`config.mk`:
```
export PLATFORM = sky130hd
export DESIGN_NAME = a429_tx_chan
export DESIGN_NICKNAME = d
export VERILOG_FILES = /design/src/rtl/a429_tx_pkg.sv /design/src/rtl/a429_tx_fifo.sv /design/src/rtl/a429_tx_frame.sv /design/src/rtl/a429_tx_ser.sv /design/src/rtl/a429_tx_chan.sv
export SDC_FILE = /design/constraint.sdc
export NUM_CORES = 1
export LEC_CHECK = 0
export BUFFER_PORTS_ARGS = -buffer_cell sky130_fd_sc_hd__buf_2
export CORE_AREA = 2 2 203 205
export DETAILED_ROUTE_END_ITERATION = 7
export DIE_AREA = 0 0 205 207
export PLACE_DENSITY = 0.6
export SLEW_MARGIN = 20
export SYNTH_ARGS = -nofsm -noshare
export SYNTH_HDL_FRONTEND = slang
export SYNTH_SLANG_ARGS = --single-unit
```
`constraint.sdc`:
```
create_clock -name clk_i -period 6.6 [get_ports clk_i]
set_input_delay 0.99 -clock clk_i [delete_from_list [all_inputs] [get_ports clk_i]]
set_output_delay 0.99 -clock clk_i [all_outputs]
set_load 0.01 [all_outputs]
```
`src/rtl/a429_tx_pkg.sv`:
```
package a429_tx_pkg;
  localparam int unsigned WORD_W  = 32;
  localparam int unsigned LABEL_W = 8;
  localparam int unsigned MIN_GAP = 4;

  typedef enum logic [1:0] {
    PAR_NONE = 2'b00,
    PAR_ODD  = 2'b01,
    PAR_EVEN = 2'b10,
    PAR_RSVD = 2'b11
  } par_mode_e;

  typedef enum logic [1:0] {
    S_IDLE = 2'b00,
    S_SEND = 2'b01,
    S_GAP  = 2'b10
  } ser_state_e;
endpackage

```
`src/rtl/a429_tx_fifo.sv`:
```
module a429_tx_fifo #(
  parameter int unsigned DEPTH = 8,
  parameter int unsigned DW    = 32,
  localparam int unsigned AW   = $clog2(DEPTH),
  localparam int unsigned CW   = AW + 1
) (
  input  logic          clk_i,
  input  logic          rst_ni,
  input  logic          push_i,
  input  logic [DW-1:0] push_data_i,
  input  logic          pop_i,
  output logic [DW-1:0] head_o,
  input  logic [AW-1:0] peek_idx_i,
  output logic [DW-1:0] peek_o,
  output logic [CW-1:0] cnt_o,
  output logic          empty_o,
  output logic          full_o
);
  logic [DW-1:0] mem_q [DEPTH];
  logic [AW-1:0] wp_q, rp_q;
  logic [CW-1:0] cnt_q;
  logic          do_push, do_pop;
  logic [AW-1:0] peek_addr;

  assign empty_o   = (cnt_q == '0);
  assign full_o    = (cnt_q == CW'(DEPTH));
  assign do_push   = push_i && !full_o;
  assign do_pop    = pop_i && !empty_o;
  assign head_o    = mem_q[rp_q];
  assign peek_addr = rp_q + peek_idx_i;
  assign peek_o    = mem_q[peek_addr];
  assign cnt_o     = cnt_q;

  always_ff @(posedge clk_i or negedge rst_ni) begin
    if (!rst_ni) begin
      wp_q  <= '0;
      rp_q  <= '0;
      cnt_q <= '0;
    end else begin
      if (do_push) wp_q <= wp_q + 1'b1;
      if (do_pop)  rp_q <= rp_q + 1'b1;
      if (do_push && !do_pop)      cnt_q <= cnt_q + 1'b1;
      else if (do_pop && !do_push) cnt_q <= cnt_q - 1'b1;
    end
  end

  always_ff @(posedge clk_i) begin
    if (do_push) mem_q[wp_q] <= push_data_i;
  end
endmodule

```
`src/rtl/a429_tx_frame.sv`:
```
module a429_tx_frame
  import a429_tx_pkg::*;
(
  input  logic [WORD_W-1:0] word_i,
  input  logic [1:0]        par_mode_i,
  output logic [WORD_W-1:0] seq_o
);
  logic [WORD_W-1:0] w;

  always_comb begin
    w = word_i;
    case (par_mode_e'(par_mode_i))
      PAR_ODD:  w[WORD_W-1] = ~^word_i[WORD_W-2:0];
      PAR_EVEN: w[WORD_W-1] =  ^word_i[WORD_W-2:0];
      default:  ;
    endcase
  end

  // wire order: label MSB first, then data LSB first
  for (genvar k = 0; k < WORD_W; k++) begin : g_ord
    if (k < LABEL_W) begin : g_lbl
      assign seq_o[k] = w[LABEL_W-1-k];
    end else begin : g_dat
      assign seq_o[k] = w[k];
    end
  end
endmodule

```
`src/rtl/a429_tx_ser.sv`:
```
module a429_tx_ser
  import a429_tx_pkg::*;
#(
  parameter int unsigned DIV_W = 8,
  parameter int unsigned GAP_W = 4,
  localparam int unsigned GL_W = DIV_W + GAP_W + 1,
  localparam int unsigned BW   = $clog2(WORD_W)
) (
  input  logic              clk_i,
  input  logic              rst_ni,
  input  logic              en_i,
  input  logic              avail_i,
  input  logic [WORD_W-1:0] seq_i,
  input  logic [DIV_W-1:0]  div_i,
  input  logic [GAP_W-1:0]  gap_i,
  output logic              pop_o,
  output logic              done_o,
  output logic [1:0]        state_o,
  output logic              line_hi_o,
  output logic              line_lo_o
);
  ser_state_e        st_q;
  logic [WORD_W-1:0] seq_q;
  logic [BW-1:0]     bit_q;
  logic              half_q;
  logic [DIV_W-1:0]  cnt_q;
  logic [GL_W-1:0]   gcnt_q;
  logic [DIV_W-1:0]  div_eff;
  logic [GAP_W-1:0]  gap_eff;
  logic [GL_W-1:0]   gap_len;
  logic              half_end, cur;

  assign div_eff  = (div_i == '0) ? DIV_W'(1) : div_i;
  assign gap_eff  = (gap_i < GAP_W'(MIN_GAP)) ? GAP_W'(MIN_GAP) : gap_i;
  assign gap_len  = (GL_W'(gap_eff) * GL_W'(div_eff)) << 1;
  assign half_end = (cnt_q == div_eff - 1'b1);
  assign pop_o    = (st_q == S_IDLE) && en_i && avail_i;
  assign done_o   = (st_q == S_SEND) && half_end && half_q && (bit_q == BW'(WORD_W-1));
  assign state_o  = st_q;
  assign cur      = seq_q[bit_q];
  assign line_hi_o = (st_q == S_SEND) && !half_q && cur;
  assign line_lo_o = (st_q == S_SEND) && !half_q && !cur;

  always_ff @(posedge clk_i or negedge rst_ni) begin
    if (!rst_ni) begin
      st_q   <= S_IDLE;
      seq_q  <= '0;
      bit_q  <= '0;
      half_q <= 1'b0;
      cnt_q  <= '0;
      gcnt_q <= '0;
    end else begin
      case (st_q)
        S_IDLE: if (pop_o) begin
          seq_q  <= seq_i;
          bit_q  <= '0;
          half_q <= 1'b0;
          cnt_q  <= '0;
          st_q   <= S_SEND;
        end
        S_SEND: begin
          if (half_end) begin
            cnt_q  <= '0;
            half_q <= ~half_q;
            if (half_q) begin
              if (bit_q == BW'(WORD_W-1)) begin
                st_q   <= S_GAP;
                gcnt_q <= '0;
              end else begin
                bit_q <= bit_q + 1'b1;
              end
            end
          end else begin
            cnt_q <= cnt_q + 1'b1;
          end
        end
        S_GAP: begin
          if (gcnt_q == gap_len - 1'b1) st_q <= S_IDLE;
          else                          gcnt_q <= gcnt_q + 1'b1;
        end
        default: st_q <= S_IDLE;
      endcase
    end
  end
endmodule

```
`src/rtl/a429_tx_chan.sv`:
```
module a429_tx_chan
  import a429_tx_pkg::*;
#(
  parameter int unsigned DEPTH  = 8,
  parameter int unsigned HALF_W = 16,
  parameter int unsigned DIV_W  = 8,
  parameter int unsigned GAP_W  = 4,
  localparam int unsigned AW    = $clog2(DEPTH),
  localparam int unsigned CW    = AW + 1
) (
  input  logic                clk_i,
  input  logic                rst_ni,
  input  logic                wr_lo_i,
  input  logic                wr_hi_i,
  input  logic [HALF_W-1:0]   wdata_i,
  input  logic [AW-1:0]       rd_idx_i,
  output logic [2*HALF_W-1:0] rd_data_o,
  input  logic                tx_en_i,
  input  logic [DIV_W-1:0]    rate_div_i,
  input  logic [1:0]          par_mode_i,
  input  logic [GAP_W-1:0]    gap_bits_i,
  input  logic                irq_en_i,
  input  logic                irq_clr_i,
  output logic                empty_o,
  output logic                full_o,
  output logic                irq_o,
  output logic                line_hi_o,
  output logic                line_lo_o
);
  logic [HALF_W-1:0]   lo_q;
  logic [2*HALF_W-1:0] head_word, seq_word;
  logic [CW-1:0]       fifo_cnt;
  logic                fifo_pop, word_done, done_q;
  logic [1:0]          ser_st;

  always_ff @(posedge clk_i or negedge rst_ni) begin
    if (!rst_ni)      lo_q <= '0;
    else if (wr_lo_i) lo_q <= wdata_i;
  end

  a429_tx_fifo #(.DEPTH(DEPTH), .DW(2*HALF_W)) u_fifo (
    .clk_i, .rst_ni,
    .push_i     (wr_hi_i),
    .push_data_i({wdata_i, lo_q}),
    .pop_i      (fifo_pop),
    .head_o     (head_word),
    .peek_idx_i (rd_idx_i),
    .peek_o     (rd_data_o),
    .cnt_o      (fifo_cnt),
    .empty_o    (empty_o),
    .full_o     (full_o)
  );

  a429_tx_frame u_frame (
    .word_i    (head_word),
    .par_mode_i(par_mode_i),
    .seq_o     (seq_word)
  );

  a429_tx_ser #(.DIV_W(DIV_W), .GAP_W(GAP_W)) u_ser (
    .clk_i, .rst_ni,
    .en_i     (tx_en_i),
    .avail_i  (!empty_o),
    .seq_i    (seq_word),
    .div_i    (rate_div_i),
    .gap_i    (gap_bits_i),
    .pop_o    (fifo_pop),
    .done_o   (word_done),
    .state_o  (ser_st),
    .line_hi_o(line_hi_o),
    .line_lo_o(line_lo_o)
  );

  always_ff @(posedge clk_i or negedge rst_ni) begin
    if (!rst_ni)                      done_q <= 1'b0;
    else if (wr_hi_i || irq_clr_i)    done_q <= 1'b0;
    else if (word_done && empty_o)    done_q <= 1'b1;
  end

  assign irq_o = done_q && irq_en_i;
endmodule

```
==> impl_results.md <==
- Initial core utilization: 0.443
- Status: finished clean
- DR WL/cell: 23.0 um
- Reg area: ~9900 sq um
- Num ports: 77
- Yosys warns: 0
- Setup_tns: 0 ns
- Worst path max stage delay: 0.62 ns
- CP Cell Sequence: buf_2 -> nor3_1 -> a21oi_4 -> nand2b_1 -> fa_1 -> fa_1 -> inv_1 -> fa_1 -> a21oi_1 -> o21ai_1 -> a2111oi_0 -> o21ai_0 -> nor2b_1 -> or4_1 -> nand3_1 -> and2_1 -> buf_4 -> nor3_1 -> a211oi_1
- Hold Crit Class: in -> async
- Crit Path Class: in -> reg
- Critical path fanouts, max: 9
- Row cnt: 74
- Final Hold Vio Count: 0
- NetSw: 3.92 mW
- Startpoint types: input pin
- Hold_buf cts: 0
- Core area: around 40000 sq um
- RSZ-0062 raised after global routing: false
- Power per cell area: 508 nW/um^2
- Initial antenna violation count: 1
- Worst-Skew Late Latency: about 0.54 ns
- Crit end category: flop
- Final Max Slew Viols: 0
- Fillers: approximately 3500
- LEAKAGE: 7.59 nW
- Net count, final: 1439
- Synthesized area: 17900 sq um
- DR vias: 10956
- Yosys top cell by area: edfxtp_1
- Gate Count Post-Synth: between 1000 and 1500
- Post-DP HPWL: 26800 um
- Final Setup Violations: 0
- PnR worst setup slack: 0.592 ns
- Vias in the first global route: between 10000 and 15000
- Relative slew slack: 0.294
- Pre-CTS setup slack: 0.180 ns
- Layout Skew: 0.0132 ns
- Power Internal: 6.31 mW
- Sw Share: 0.384
- Gr ovfl total: 0
- Post-route DRC: 0
- DR vias/cell: 5.72
- Synth unique cells: 66
- Die Wd: around 210 um
- Post-CTS setup buffers: 0
- Post-Route WL: 44000 um
- CTS sink count: 344
- Post-CTS sizing: 0
- Iteration-0 DRC Markers: 741
- Worst VDD drop: 523 uV
- CP required: 7.03 ns
- Cell mode on critical path: fa_1
- Post-synthesis register bit count: 344
- Layout cell share with drive strength beyond 1: 0.273
- Post-synth top area share: 0.429
- Comb power frac: 0.494
- Layout area overhead: 12.5%
- Max Cap Viol: 0
- Sequential area share after synthesis: 0.552
- GRT Util Overall: 0.210
- Clk pwr share: 0.205
- Number of enable flip-flop cells after synthesis: 256
- Htree depth: 2
- Final min period: 6.01 ns
- Die Y: between 200 and 250 um
- Final Wtd Congestion: 0.804
- # port buffers: 76
- TritonRoute pass-1 iters: 5
- First-pass GRT wire length: 67500 um
- CTS tree: built
- CTS max path bufs: 3
- Final worst path period share: 0.910
- WP data arrival: 6.44 ns
- Top_reg_cell synth: edfxtp_1
- Multi-input logic area: 7660 sq um
- Syn_nets: ~1400
- Critical-path top delay cell: a2111oi_0
- Top cells by area, synth: edfxtp_1 43%, dfrtp_1 12%, mux4_2 9.8%
- Final Core Density: 0.499
- Reg clk slew, reported paths: 0.06 ns
- Seq pwr share: 0.301
- Largest net degree at the start of global routing: 65
- Root cell of the clock tree: clkbuf_16
- Slew @ Worst Pin: between 1 and 1.5 ns
- Clock buffer count from CTS: 39
- Die ar.: roughly 42000 sq um
- Asr flop ratio synth: 0.256
- Syn avg cell area: 14.0 sq um
- Maximum clock frequency: 166 MHz
- Post-DRT Antenna Nets: 0
-- final timing paths --
path,startpoint,end,slack (ns),cells after the start
setup reg to reg,u_fifo.rp_q[0],u_ser.seq_q[31],2.30,11
min in group clk_i,u_ser.seq_q[14],u_ser.seq_q[14],0.47,2
hold reg to reg,u_ser.seq_q[14],u_ser.seq_q[14],0.47,2
hold / removal,rst_ni,u_ser.gcnt_q[12],0.36,1
setup / recovery,rate_div_i[5],u_ser.state_o[0],0.59,19
max in group asynchronous,rst_ni,u_fifo.rp_q[0],4.89,2
-- per-stage QoR --
stage	power [mW]	area (sq um)	cells	hold WS, ns
4_1_cts	10.4	20100	1914	0.352
3_5_place_dp	8.23	18900	1843	0.458
5_1_grt	10.8	20100	1914	0.373
6_report	10.2	20100	1915	0.362
2_1_floorplan	6.77	17900	1281	0.441
3_3_place_gp	8.17	18900	1843	0.454
-- synth_stat cells (all sizes together) (10+ instances only) --
cell type	number
nand3	14
mux4	78
mux2i	67
buf	32
nor2	26
xor2	24
nor3	19
fa	14
and3	14
a21oi	22
edfxtp	256
mux2	111
and2	12
nand2b	17
or3	10
nand2	154
clkbuf	39
nor2b	10
inv	29
ha	33
dfrtp	88
o21ai	36
a221oi	30
o22ai	30
xnor2	42
-- layout make-up --
cell class,instances,area share
Clock inverter,23,0.00901
Timing Repair Buffer,101,0.0283
Clock buffer,48,0.0526
Antenna cell,1,0.000124
Sequential cell,344,0.491
Tap cell,532,0.0330
Inverter,29,0.00540
Multi-Input combinational cell,837,0.380
-- registers in the layout, indices dropped and copies added (netlist names) --
| signal | flops |
|---|---|
| u_fifo.wp_q | 3 |
| done_q | 1 |
| u_ser.cnt_q | 8 |
| u_ser.seq_q | 32 |
| u_ser.gcnt_q | 13 |
| u_ser.half_q | 1 |
| u_fifo.cnt_o | 4 |
| lo_q | 16 |
| u_ser.state_o | 2 |
| u_fifo.mem_q | 256 |
| u_ser.bit_q | 5 |
| u_fifo.rp_q | 3 |
-- power by group through the flow --
| stage | combinational (mW) | clock (mW) | sequential, mW |
|---|---|---|---|
| final | 5.06 | 2.10 | 3.08 |
| after CTS | 5.13 | 2.14 | 3.08 |
| after global placement | 5.07 | 0 | 3.10 |
| after detailed placement | 5.11 | 0 | 3.12 |
| after floorplan | 3.82 | 0 | 2.94 |
| after global routing | 5.46 | 2.23 | 3.13 |
-- critical path: cells and delay by family --
family / cells / cell delay (ns)
and+or+nand+nor: 7 / 1.86
buffers and inverters: 3 / 0.45
AOI/OAI and AO/OA: 6 / 1.57
adders and majority gates: 3 / 1.56
-- kinds of logic after synthesis --
logic type,after synthesis,synth area share
xor gates and xnor gates,67,0.0335
AOI/OAI and AO/OA,160,0.0631
buffers and inverters,100,0.0240
adders and majority gates,47,0.0387
and+or+nand+nor,307,0.0828
muxes,256,0.205
DFF,344,0.552
-- metal layers --
metal | part of all wire | global-route usage | wire length, um | up-vias
li1 | - | - | - | 5063
met1 | 0.43 | 0.282 | 19000 | 5595
met2 | 0.51 | 0.360 | 22300 | 244
met3 | 0.046 | 0.0283 | 2040 | 54
met4 | 0.018 | 0.0521 | 779 | 0
met5 | 0 | 0 | 0 | -
-- cells in the final DEF (no fill, tap or decap), types with 5 or more instances in the layout --
| cell | count |
|---|---|
| fa_1 | 13 |
| o21ai_0 | 28 |
| xor2_1 | 24 |
| a221oi_1 | 30 |
| mux4_2 | 78 |
| xnor2_1 | 41 |
| nand2b_1 | 17 |
| o21ai_1 | 7 |
| and2_1 | 12 |
| nand3_1 | 14 |
| buf_4 | 26 |
| or3_1 | 10 |
| dfrtp_1 | 87 |
| a21oi_1 | 21 |
| edfxtp_1 | 256 |
| nand4_1 | 9 |
| buf_2 | 75 |
| mux2_2 | 110 |
| o22ai_1 | 30 |
| nor2_1 | 22 |
| nor2b_1 | 9 |
| a21o_1 | 9 |
| nand2_1 | 154 |
| o21a_1 | 5 |
| nor3_2 | 5 |
| nor3_1 | 14 |
| and3_1 | 14 |
| mux2i_1 | 67 |
| inv_1 | 29 |
| clkinv_2 | 10 |
| clkbuf_16 | 39 |
| ha_1 | 32 |
| clkbuf_8 | 5 |
No activity file was read; power rests on OpenSTA's default activity.
